--- src/rtl/scwt_pkg.sv ---
package scwt_pkg;

  typedef enum logic [1:0] {
    STOP_ONE      = 2'b00,
    STOP_HALF     = 2'b01,
    STOP_TWO      = 2'b10,
    STOP_ONE_HALF = 2'b11
  } stop_mode_e;

  typedef enum logic {
    PH_BLOCK = 1'b0,
    PH_CHAR  = 1'b1
  } wait_phase_e;

  // Bit times already elapsed past the counting start when the frame ends.
  function automatic int unsigned stop_credit(input stop_mode_e mode);
    return (mode == STOP_TWO) ? 1 : 0;
  endfunction

endpackage

--- src/rtl/scwt_start_align.sv ---
module scwt_start_align #(
  parameter int LIMIT_W = 24
) (
  input  logic [1:0]       stop_cfg,
  output logic [LIMIT_W:0] preload
);
  import scwt_pkg::*;

  localparam int CNT_W = LIMIT_W + 1;

  stop_mode_e mode;

  always_comb begin
    mode    = stop_mode_e'(stop_cfg);
    preload = CNT_W'(stop_credit(mode));
  end
endmodule

--- src/rtl/scwt_elapsed_ctr.sv ---
module scwt_elapsed_ctr #(
  parameter int LIMIT_W = 24
) (
  input  logic               clk,
  input  logic               rst_n,
  input  logic               en,
  input  logic               tick,
  input  logic               restart,
  input  logic [LIMIT_W:0]   preload,
  input  logic [LIMIT_W-1:0] limit,
  output logic               hit
);
  localparam int CNT_W = LIMIT_W + 1;

  logic             run_q;
  logic [CNT_W-1:0] cnt_q;
  logic [CNT_W-1:0] lim_ext;
  logic             over;
  logic             at_edge;

  assign lim_ext = {1'b0, limit};

  always_comb begin
    over    = cnt_q > lim_ext;
    at_edge = tick && (cnt_q == lim_ext);
    hit     = en && run_q && !restart && (over || at_edge);
  end

  always_ff @(posedge clk or negedge rst_n) begin
    if (!rst_n) begin
      run_q <= 1'b0;
      cnt_q <= '0;
    end else if (!en) begin
      run_q <= 1'b0;
    end else if (restart) begin
      run_q <= 1'b1;
      cnt_q <= preload;
    end else if (hit) begin
      run_q <= 1'b0;
    end else if (run_q && tick) begin
      cnt_q <= cnt_q + 1'b1;
    end
  end
endmodule

--- src/rtl/scwt_phase_track.sv ---
module scwt_phase_track (
  input  logic clk,
  input  logic rst_n,
  input  logic en,
  input  logic first_rx,
  output logic char_phase
);
  import scwt_pkg::*;

  wait_phase_e phase_q;

  always_ff @(posedge clk or negedge rst_n) begin
    if (!rst_n)        phase_q <= PH_BLOCK;
    else if (!en)      phase_q <= PH_BLOCK;
    else if (first_rx) phase_q <= PH_CHAR;
  end

  assign char_phase = (phase_q == PH_CHAR);
endmodule

--- src/rtl/scwt_flag_unit.sv ---
module scwt_flag_unit (
  input  logic clk,
  input  logic rst_n,
  input  logic hit,
  input  logic clr,
  input  logic irq_en,
  output logic flag,
  output logic irq
);
  logic flag_q;

  always_ff @(posedge clk or negedge rst_n) begin
    if (!rst_n)   flag_q <= 1'b0;
    else if (hit) flag_q <= 1'b1;
    else if (clr) flag_q <= 1'b0;
  end

  assign flag = flag_q;
  assign irq  = flag_q & irq_en;
endmodule

--- src/rtl/sc_wait_timer.sv ---
module sc_wait_timer #(
  parameter int LIMIT_W = 24
) (
  input  logic               clk,
  input  logic               rst_n,
  input  logic               enable,
  input  logic               bit_tick,
  input  logic               char_end,
  input  logic [1:0]         stop_cfg,
  input  logic [LIMIT_W-1:0] wait_limit,
  input  logic               first_rx,
  input  logic               irq_en,
  input  logic               flag_clr,
  output logic               timeout_flag,
  output logic               irq,
  output logic               char_phase
);
  logic [LIMIT_W:0] preload;
  logic             hit;

  scwt_start_align #(.LIMIT_W(LIMIT_W)) u_align (
    .stop_cfg (stop_cfg),
    .preload  (preload)
  );

  scwt_elapsed_ctr #(.LIMIT_W(LIMIT_W)) u_ctr (
    .clk     (clk),
    .rst_n   (rst_n),
    .en      (enable),
    .tick    (bit_tick),
    .restart (char_end),
    .preload (preload),
    .limit   (wait_limit),
    .hit     (hit)
  );

  scwt_phase_track u_phase (
    .clk        (clk),
    .rst_n      (rst_n),
    .en         (enable),
    .first_rx   (first_rx),
    .char_phase (char_phase)
  );

  scwt_flag_unit u_flag (
    .clk    (clk),
    .rst_n  (rst_n),
    .hit    (hit),
    .clr    (flag_clr),
    .irq_en (irq_en),
    .flag   (timeout_flag),
    .irq    (irq)
  );
endmodule

--- config.mk ---
export PLATFORM = sky130hd
export DESIGN_NAME = sc_wait_timer
export DESIGN_NICKNAME = d
export VERILOG_FILES = /design/src/rtl/scwt_pkg.sv /design/src/rtl/scwt_start_align.sv /design/src/rtl/scwt_elapsed_ctr.sv /design/src/rtl/scwt_phase_track.sv /design/src/rtl/scwt_flag_unit.sv /design/src/rtl/sc_wait_timer.sv
export SDC_FILE = /design/constraint.sdc
export NUM_CORES = 1
export LEC_CHECK = 0
export ABC_AREA = 1
export ABC_CLOCK_PERIOD_IN_PS = 2600
export BUFFER_PORTS_ARGS = -buffer_cell sky130_fd_sc_hd__buf_2
export CAP_MARGIN = 20
export CORE_MARGIN = 5
export CORE_UTILIZATION = 51
export DETAILED_ROUTE_END_ITERATION = 10
export GPL_ROUTABILITY_DRIVEN = 1
export PLACE_DENSITY = 0.72
export SLEW_MARGIN = 20
export SYNTH_ARGS = -nofsm -noshare
export SYNTH_HDL_FRONTEND = slang
export SYNTH_SLANG_ARGS = --single-unit
export TNS_END_PERCENT = 100
--- constraint.sdc ---
create_clock -name clk -period 2.6 [get_ports clk]
set_clock_uncertainty 0.1 [all_clocks]
set_input_delay 0 -clock clk [delete_from_list [all_inputs] [get_ports clk]]
set_output_delay 0 -clock clk [all_outputs]
set_load 0.03 [all_outputs]
Word level (Yosys, flattened, before mapping)

Index checks and enable logic that the tools add are counted.

$add $sub $neg: 1
Magnitude comparators: 1
Eq/ne operators: 5
Mux-type cells: 11
Bitwise operators: 1
Reductions and logical operators: 10

Operator list:

| operator                                      | count |
|---|---|
| 2-to-1 mux 25 bit                             | 3 |
| adder 25 x 1 -> 25 bit, second input constant | 1 |
| == test 25 x 24 -> 1 bit                      | 1 |
| > comparator 25 x 24 -> 1 bit                 | 1 |
| 2-to-1 mux 1 bit                              | 8 |
| logical AND 1 bit                             | 5 |
| nonzero test 2 bit                            | 2 |
| != test 3 x 1 -> 1 bit, second input constant | 1 |
| AND reduction 3 bit                           | 1 |
| == test 2 bit, second input constant          | 1 |
| != test 2 x 1 -> 1 bit, second input constant | 1 |
| != test 2 bit, second input constant          | 1 |
| AND 1 bit                                     | 1 |
| logical NOT 1 bit                             | 1 |
| logical OR 1 bit                              | 1 |

Bits in registers: 28
Output and inout port bits: 3

Longest topological paths before layout

Gate-level depths: netlist (run 1).

Depth in word-level cells: 7
Mapped depth: 15
Depth with buffers taken out: 14

Hierarchy

From an unflattened synthesis (run 1), not the netlist that was laid out.

Cells, all modules: 489
Area, all modules: 3,014.1 µm²

By module, submodules not included:

| module           | times used | cells each | area an instance (µm²) |
|---|---|---|---|
| scwt_elapsed_ctr | 1          | 451        | 2,736.4 |
| scwt_start_align | 1          | 27         | 193.9 |
| scwt_flag_unit   | 1          | 7          | 47.5 |
| scwt_phase_track | 1          | 4          | 36.3 |

Least setup slack after synthesis (run 1)

OpenSTA, ideal clock, no wires.

Path kind: flip-flop to flip-flop
Start: register u_ctr.cnt_q[16]
End: register u_ctr.cnt_q[11]
Arrival time: 1.797 ns
Setup slack: 0.587 ns
Stages on the path, launching flop included: 13
Clock period less this slack: 2.013 ns
Cells stage by stage: dfrtp_1 -> ha_1 -> nand2_1 -> nor2_1 -> nand2_1 -> nor2_2 -> nand2_1 -> or2_4 -> nand3_4 -> nand2_4 -> buf_6 -> nand2_1 -> nand2_1

Longest elaborated chain between the ends: 6

Ends and longest elaborated chain:

| what                                                                                  | RTL line               | RTL |
|---|---|---|
| start: declaration                                                                    | scwt_elapsed_ctr.sv:16 | `logic [CNT_W-1:0] cnt_q;` |
| start signal: assignment                                                              | scwt_elapsed_ctr.sv:37 | `cnt_q <= preload;` |
| start signal: assignment                                                              | scwt_elapsed_ctr.sv:41 | `cnt_q <= cnt_q + 1'b1;` |
| parallel branches: the longest is 2 deep, another holds > comparator 25 x 24 -> 1 bit | -                      |  |
| logical OR 1 bit *                                                                    | scwt_elapsed_ctr.sv:26 | `hit = en && run_q && !restart && (over \|\| at_edge);` |
| logical AND 1 bit *                                                                   | scwt_elapsed_ctr.sv:26 |  |
| != test 2 bit (no line) *                                                             | -                      |  |
| AND reduction 3 bit (no line) *                                                       | -                      |  |

Every way passes the cells marked *.
A chain may end at the register's enable or synchronous reset.

Final worst setup path (run 1)

Start: register u_ctr.cnt_q[20]
End: register u_ctr.cnt_q[21]

Longest elaborated chain between the ends: 6

Ends and longest elaborated chain:

| what |
|---|
| parallel branches: the longest is 6 deep, another holds > comparator 25 x 24 -> 1 bit |

Parallel ways; which one is timed is not known. The select of a mux whose other input is x is not followed.

==> results.ini, run 1 <==
[run_status]
status=finished, final reports clean

[drt]
wl_per_cell_um=11.64
drtPass1Iterations=4
total_number_of_vias=2599
post_drt_via_cell_ratio=4.960
dr.first_iter.drc_count=154
antenna_left=0
route.final.wire_length_um=6098
post_route_drc=0

[clock_tree]
postCtsSetupRepairBufs=0
clockRootBuffer=sky130_fd_sc_hd__clkbuf_8
cts_max_level=1
cts_made_buffers=3
cts_tree=yes
worst_setup_hold_path_clk_slew_ns=0.10
ctsLongestPathBuffers=2
worstSkewPairLatency_ns=0.28
numClockSinks=28

[cells_and_area]
mostFrequentLayoutCells=134 x sky130_fd_sc_hd__nand2_1, 58 x sky130_fd_sc_hd__inv_1, 57 x sky130_fd_sc_hd__nor2_1
layout-area-overhead-vs-synth_pct=14.98
final_layout_size_suffix_gt1_frac=0.1256
final_common_cell=sky130_fd_sc_hd__nand2_1
nNetsFinal=514
antenna_cells_inserted=0

[logic_synthesis]
avgSynthCellArea_um2=6.317
synth_enable_flop_cells=0
synth_seq_cells=28
synth_ff_type=sky130_fd_sc_hd__dfrtp_1
syn_inst=410
yosysWarningCount=0
synth.lib_cells_used.distinct=29
mappedNetlistNets=469
yosysSeqAreaShare=0.2705
synth_area_um2=2590
ys_async_sr_fraction=1.000

[hold_path]
hp_start=bit_tick
hold_path_class=in -> reg
hold-path-cell-count=5
holdPathEnd=u_ctr.run_q$_DFFE_PN0P_

[global_routing]
grt_first_pass_wirelength_um=10780
grt_antenna_before_repair=0
grt_max_degree=29
first_global_vias=2464
total_routing_usage_gr=0.2054
grt-ovfl-total=0

[setup_path]
r2r_startpoint=u_ctr.cnt_q[20]$_DFFE_PN0P_
critical-path-slowest-cell=sky130_fd_sc_hd__dfrtp_1
crit_required_ns=2.67
crit-reg2reg-capture=u_ctr.cnt_q[21]$_DFFE_PN0P_
critical_path.max_fanout=14
crit_path_max_incr_delay_ns=0.45
arrival_ns=2.50
end_kind=register
worst_path_cell_trace=ha_1, nand2_1, o21bai_1, a21boi_0, nor2_1, nand3_2, nand3_4, buf_4, nand3_1, nand2_1
r2r_slack_ns=0.17
path_class=reg -> reg
worst-r2r-cell-count=10
crit_path_start_kind=register
path_common_cell=sky130_fd_sc_hd__nand2_1

[placed_design]
place_hpwl_um=4832
io_buffers=36
gp_congestion=0.8841

[floorplan]
die_h_um=81.26
die_area_um2=6603
boundaryPins=37
core_region_area_um2=5010
rows=26
initial_core_util=0.5170
dieWidth_um=81.26

[sta]
slew_headroom=0.5283
worst-slew-pin-transition_ns=0.7075
maxSlewViolCount=0
fin_crit_sh=0.9338
layout_min_cycle_time_ns=2.428
final-setup-viol-count=0
maxClockFrequency_ghz=0.4119
hold_viol=0
timing.setup.tns_ns=0
rsz0062_at_grt=false
hold_ws_ns=0.02172

[power_and_ir_drop]
seq_power_share=0.500
power.static_leakage_nw=1.624
clockPowerShare=0.289
p_switching_mw=0.2957
power_per_cell_area_nw_per_um2=327.4
combPwrFrac=0.211
switching_share=0.3033
internal_power_mw=0.6794
irDropWorstVdd_mv=0.1899

[run]
timing.max_cap.violations=0

cells in the mapped netlist (2+ instances only):
master | number | area share
sky130_fd_sc_hd__xor2_1 | 2 | 0.0068
sky130_fd_sc_hd__nor2_1 | 57 | 0.083
sky130_fd_sc_hd__ha_1 | 25 | 0.12
sky130_fd_sc_hd__nand2_1 | 134 | 0.19
sky130_fd_sc_hd__nor3_1 | 7 | 0.014
sky130_fd_sc_hd__xnor2_1 | 4 | 0.014
sky130_fd_sc_hd__dfrtp_1 | 28 | 0.27
sky130_fd_sc_hd__nor2_2 | 3 | 0.0072
sky130_fd_sc_hd__nand3b_1 | 2 | 0.0058
sky130_fd_sc_hd__o21a_1 | 2 | 0.0058
sky130_fd_sc_hd__a21oi_1 | 15 | 0.029
sky130_fd_sc_hd__buf_4 | 2 | 0.0058
sky130_fd_sc_hd__nand3_1 | 41 | 0.079
sky130_fd_sc_hd__buf_2 | 2 | 0.0039
sky130_fd_sc_hd__clkbuf_1 | 3 | 0.0043
sky130_fd_sc_hd__o21ai_0 | 9 | 0.017
sky130_fd_sc_hd__nor3_2 | 2 | 0.0077
sky130_fd_sc_hd__nand4_1 | 3 | 0.0072
sky130_fd_sc_hd__inv_1 | 58 | 0.084
sky130_fd_sc_hd__buf_6 | 2 | 0.0087
through the flow:
stage | instances | instance area (µm²) | setup slack [ns] | util | power [mW]
5_1_grt | 524 | 2978 | 0.01897 | 0.5944 | 1.030
3_5_place_dp | 513 | 2844 | 0.2150 | 0.5677 | 0.6930
4_1_cts | 524 | 2969 | 0.1921 | 0.5927 | 0.9764
3_3_place_gp | 513 | 2844 | 0.2699 | 0.5677 | 0.6882
2_1_floorplan | 410 | 2590 | 0.5866 | - | 0.6234
6_report | 524 | 2978 | 0.1722 | 0.5944 | 0.9751
what timing repair did:
item,4_1_cts,5_1_grt
setup endpoints to repair,0,7
hold buffers,7,0
endpoints found under the hold margin,32,0
gates resized for setup,0,1
how the worst max path moves through the flow:
stage / startpoint / to / slack, ns / cells after the start
6_report: u_ctr.cnt_q[20]$_DFFE_PN0P_ / u_ctr.cnt_q[21]$_DFFE_PN0P_ / 0.17 / 10
5_1_grt: u_ctr.cnt_q[16]$_DFFE_PN0P_ / u_ctr.cnt_q[12]$_DFFE_PN0P_ / 0.02 / 11
2_1_floorplan: u_ctr.cnt_q[16]$_DFFE_PN0P_ / u_ctr.cnt_q[11]$_DFFE_PN0P_ / 0.59 / 12
3_5_place_dp: u_ctr.cnt_q[16]$_DFFE_PN0P_ / u_ctr.cnt_q[21]$_DFFE_PN0P_ / 0.21 / 11
3_3_place_gp: u_ctr.cnt_q[20]$_DFFE_PN0P_ / u_ctr.cnt_q[12]$_DFFE_PN0P_ / 0.27 / 10
4_1_cts: u_ctr.cnt_q[16]$_DFFE_PN0P_ / u_ctr.cnt_q[21]$_DFFE_PN0P_ / 0.19 / 11
sequential cells by signal (all words and copies together), names as in the netlist:
name	cells
u_ctr.cnt_q	25
u_ctr.run_q	1
u_phase.char_phase	1
u_flag.flag	1
layer usage:
layer / vias up / GRT usage / share of wire
met2: 60 / 0.3502 / 0.47
met1: 1158 / 0.2795 / 0.46
met3: 8 / 0.01885 / 0.053
met5: - / 0 / 0
li1: 1373 / - / -
met4: 0 / 0.04899 / 0.011
logic make-up (layout without fill, tap and decap cells):
family	Yosys count	in the layout	share of synthesized area
compound gates	30	30	0.06425
xor+xnor	6	6	0.02029
flops	28	28	0.2705
fa+ha+maj	25	25	0.1208
simple gates	253	253	0.4159
buf+inv	68	112	0.1082
layout make-up:
| class | instances | area, µm² |
|---|---|---|
| Sequential cell | 28 | 700.7 |
| Fill cell | 517 | 2032 |
| Tap cell | 70 | 87.58 |
| Multi-Input combinational cell | 314 | 1618 |
| Timing Repair Buffer | 49 | 295.3 |
| Inverter | 59 | 221.5 |
| Clock buffer | 4 | 55.05 |
critical path, delay by kind of cell (launching register included):
| family | cells | cell delay, ns |
|---|---|---|
| compound gates | 2 | 0.55 |
| buf+inv | 1 | 0.26 |
| fa+ha+maj | 1 | 0.32 |
| simple gates | 6 | 0.64 |
| flops | 1 | 0.45 |
power by group through the flow:
| stage | sequential [mW] | clock [mW] | combinational (mW) |
|---|---|---|---|
| after CTS | 0.487 | 0.282 | 0.207 |
| final | 0.487 | 0.282 | 0.206 |
| after detailed placement | 0.495 | 0 | 0.198 |
| after global routing | 0.492 | 0.297 | 0.241 |
| after global placement | 0.496 | 0 | 0.192 |
| after floorplan | 0.490 | 0 | 0.133 |
Note: power is estimated with default switching activity, not from simulation.
==> run 2: changes to the inputs <==
--- a/config.mk
+++ b/config.mk
@@ -11,6 +11,7 @@
 export CAP_MARGIN = 20
 export CORE_MARGIN = 5
 export CORE_UTILIZATION = 51
+export CTS_BUF_LIST = sky130_fd_sc_hd__clkbuf_4
 export DETAILED_ROUTE_END_ITERATION = 10
 export GPL_ROUTABILITY_DRIVEN = 1
 export PLACE_DENSITY = 0.72
==> run 2 against run 1 <==
  * Power decreased by 8.7%
  * Sequential power about the same
  * Worst setup slack got worse by 0.013 ns
  * Critical path depth unchanged
  * Clock-buffer cell count decreased by 1
  * Register-to-register slack about the same
  * Flip-flop and latch count unchanged
  * Combinational power about the same
  * Critical path type unchanged
  * Largest cell class unchanged
==> results.ini, run 2 (synthesis results as in run 1) <==
[floorplan]
core_region_area_um2=5010  ; unchanged
boundaryPins=37  ; unchanged
initial_core_util=0.5170  ; unchanged
die_area_um2=6603  ; unchanged
die_h_um=81.26  ; unchanged
rows=26  ; unchanged
dieWidth_um=81.26  ; unchanged

[placed_design]
io_buffers=36  ; unchanged
place_hpwl_um=4832  ; unchanged
dp_worst_setup_slack_ns=0.2150  ; unchanged
gp_congestion=0.8841  ; unchanged
placed_standard_cell_area_um2=2844  ; unchanged

[cells_and_area]
largest_register_ffs=25  ; unchanged
finalInstanceArea_um2=2959  ; was 2978 µm²
layout-area-overhead-vs-synth_pct=14.25  ; was 14.98%
antenna_cells_inserted=0  ; unchanged
nNetsFinal=515  ; was 514
final_layout_size_suffix_gt1_frac=0.1231  ; was 0.1256
regMostFlops=u_ctr.cnt_q  ; unchanged
final_common_cell=sky130_fd_sc_hd__nand2_1  ; unchanged
mostFrequentLayoutCells=134 x sky130_fd_sc_hd__nand2_1, 58 x sky130_fd_sc_hd__inv_1, 57 x sky130_fd_sc_hd__nor2_1  ; unchanged
n_fill_cell=522  ; was 517
final_core_utilization=0.5907  ; was 0.5944

[clock_tree]
numClockSinks=28  ; unchanged
cts_made_buffers=3  ; unchanged
clockRootBuffer=sky130_fd_sc_hd__clkbuf_4  ; was sky130_fd_sc_hd__clkbuf_8
worst_setup_hold_path_clk_slew_ns=0.16  ; was 0.10 ns
cts_tree=yes  ; unchanged
worstSkewPairLatency_ns=0.34  ; was 0.28 ns
ctsLongestPathBuffers=2  ; unchanged
cts_max_level=1  ; unchanged
postCtsSetupRepairBufs=0  ; unchanged

[power_and_ir_drop]
finalPower_mw=0.8906  ; was 0.9751 mW
combPwrFrac=0.232  ; was 0.211
switching_share=0.3248  ; was 0.3033
seq_power_share=0.548  ; was 0.500
power_per_cell_area_nw_per_um2=301.0  ; was 327.4 nW/µm²
clockPowerShare=0.220  ; was 0.289
power.static_leakage_nw=1.615  ; was 1.624 nW
internal_power_mw=0.6013  ; was 0.6794 mW
irDropWorstVdd_mv=0.1756  ; was 0.1899 mV
p_switching_mw=0.2893  ; was 0.2957 mW

[sta]
fin_crit_sh=0.9389  ; was 0.9338
postLayoutSetupSlackWorst_ns=0.1588  ; was 0.1722 ns
maxSlewViolCount=0  ; unchanged
timing.setup.tns_ns=0  ; unchanged
slew_headroom=0.5321  ; was 0.5283
hold_viol=0  ; unchanged
final-setup-viol-count=0  ; unchanged
layout_min_cycle_time_ns=2.441  ; was 2.428 ns
worst-slew-pin-transition_ns=0.7018  ; was 0.7075 ns
maxClockFrequency_ghz=0.4096  ; was 0.4119 GHz
rsz0062_at_grt=false  ; unchanged

[setup_path]
critical-path-slowest-cell=sky130_fd_sc_hd__dfrtp_1  ; unchanged
crit_path_max_incr_delay_ns=0.46  ; was 0.45 ns
path_common_cell=sky130_fd_sc_hd__nand2_1  ; unchanged
end_kind=register  ; unchanged
worst_path_cell_trace=ha_1, nand2_1, o21bai_1, a21boi_0, nor2_1, nand3_2, nand3_4, buf_4, nand3_1, nand2_1  ; unchanged
critical_path.max_fanout=14  ; unchanged
path_class=reg -> reg  ; unchanged
crit_path_start_kind=register  ; unchanged
crit_required_ns=2.75  ; was 2.67 ns
arrival_ns=2.59  ; was 2.50 ns

[global_routing]
total_routing_usage_gr=0.2052  ; was 0.2054
grt-ovfl-total=0  ; unchanged
grt_max_degree=29  ; unchanged
grt_antenna_before_repair=0  ; unchanged
first_global_vias=2453  ; was 2464
grt_first_pass_wirelength_um=10740  ; was 10780 µm

[drt]
antenna_left=0  ; unchanged
post_route_drc=0  ; unchanged
post_drt_via_cell_ratio=4.968  ; was 4.960
dr.first_iter.drc_count=186  ; was 154
wl_per_cell_um=11.62  ; was 11.64 µm
route.final.wire_length_um=6101  ; was 6098 µm
drtPass1Iterations=4  ; unchanged
total_number_of_vias=2608  ; was 2599

[run]
timing.max_cap.violations=0  ; unchanged

[hold_path]
hold_path_class=in -> reg  ; unchanged

[run_status]
status=finished, final reports clean  ; unchanged

run 2: area by class of cell:
cell class / instances / area (µm²) / share of cell area
clock inverters: 1 / 3.754 / 0.001268
repair buffers: 50 / 305.3 / 0.1032
well taps: 70 / 87.58 / 0.02960
clock buffers: 3 / 22.52 / 0.007611
inverters: 59 / 221.5 / 0.07484
multi-input cells: 314 / 1618 / 0.5467
flip-flops and latches: 28 / 700.7 / 0.2368
run 2: worst paths after layout:
path,end,from,depth (start not counted),slack (ns)
worst max-delay path,u_ctr.cnt_q[21]$_DFFE_PN0P_,u_ctr.cnt_q[20]$_DFFE_PN0P_,10,0.16
worst min-delay path,u_ctr.cnt_q[20]$_DFFE_PN0P_,char_end,4,0.06
worst max register to register,u_ctr.cnt_q[21]$_DFFE_PN0P_,u_ctr.cnt_q[20]$_DFFE_PN0P_,10,0.16
worst min register to register,u_flag.flag$_DFFE_PN0P_,u_flag.flag$_DFFE_PN0P_,2,0.45
max in group asynchronous,u_flag.flag$_DFFE_PN0P_,rst_n,2,1.92
min in group asynchronous,u_ctr.cnt_q[17]$_DFFE_PN0P_,rst_n,2,0.08
run 2: timing repair:
item,4_1_cts,5_1_grt
endpoints found under the hold margin,32,0
gates resized for setup,0,1
hold buffers,8,0
endpoints found under the setup margin,0,9
run 2: worst max-delay path, delay by kind of cell, from the launching register on:
| family | cells | cell delay (ns) |
|---|---|---|
| simple gates | 6 | 0.63 |
| compound gates | 2 | 0.57 |
| flops | 1 | 0.46 |
| fa+ha+maj | 1 | 0.32 |
| buf+inv | 1 | 0.26 |
run 2: per-stage QoR:
step           instances  hold slack, ns
3_5_place_dp         513        -0.04543
5_1_grt              525         0.08728
6_report             525         0.05800
2_1_floorplan        410         -0.3956
3_3_place_gp         513        -0.04529
4_1_cts              525         0.07198
run 2: power by group through the flow:
| stage | sequential, mW | combinational (mW) | clock [mW] |
|---|---|---|---|
| floorplan | 0.490 | 0.133 | 0 |
| global placement | 0.496 | 0.192 | 0 |
| detailed placement | 0.495 | 0.198 | 0 |
| CTS | 0.488 | 0.208 | 0.197 |
| global route | 0.492 | 0.243 | 0.214 |
| finish | 0.488 | 0.207 | 0.196 |
run 2: per-layer routing:
metal / vias up / track usage / wire length, µm
met4: 0 / 0.04899 / 65
li1: 1379 / - / -
met1: 1154 / 0.2802 / 2766
met3: 6 / 0.01885 / 377
met2: 69 / 0.3485 / 2891
met5: - / 0 / 0
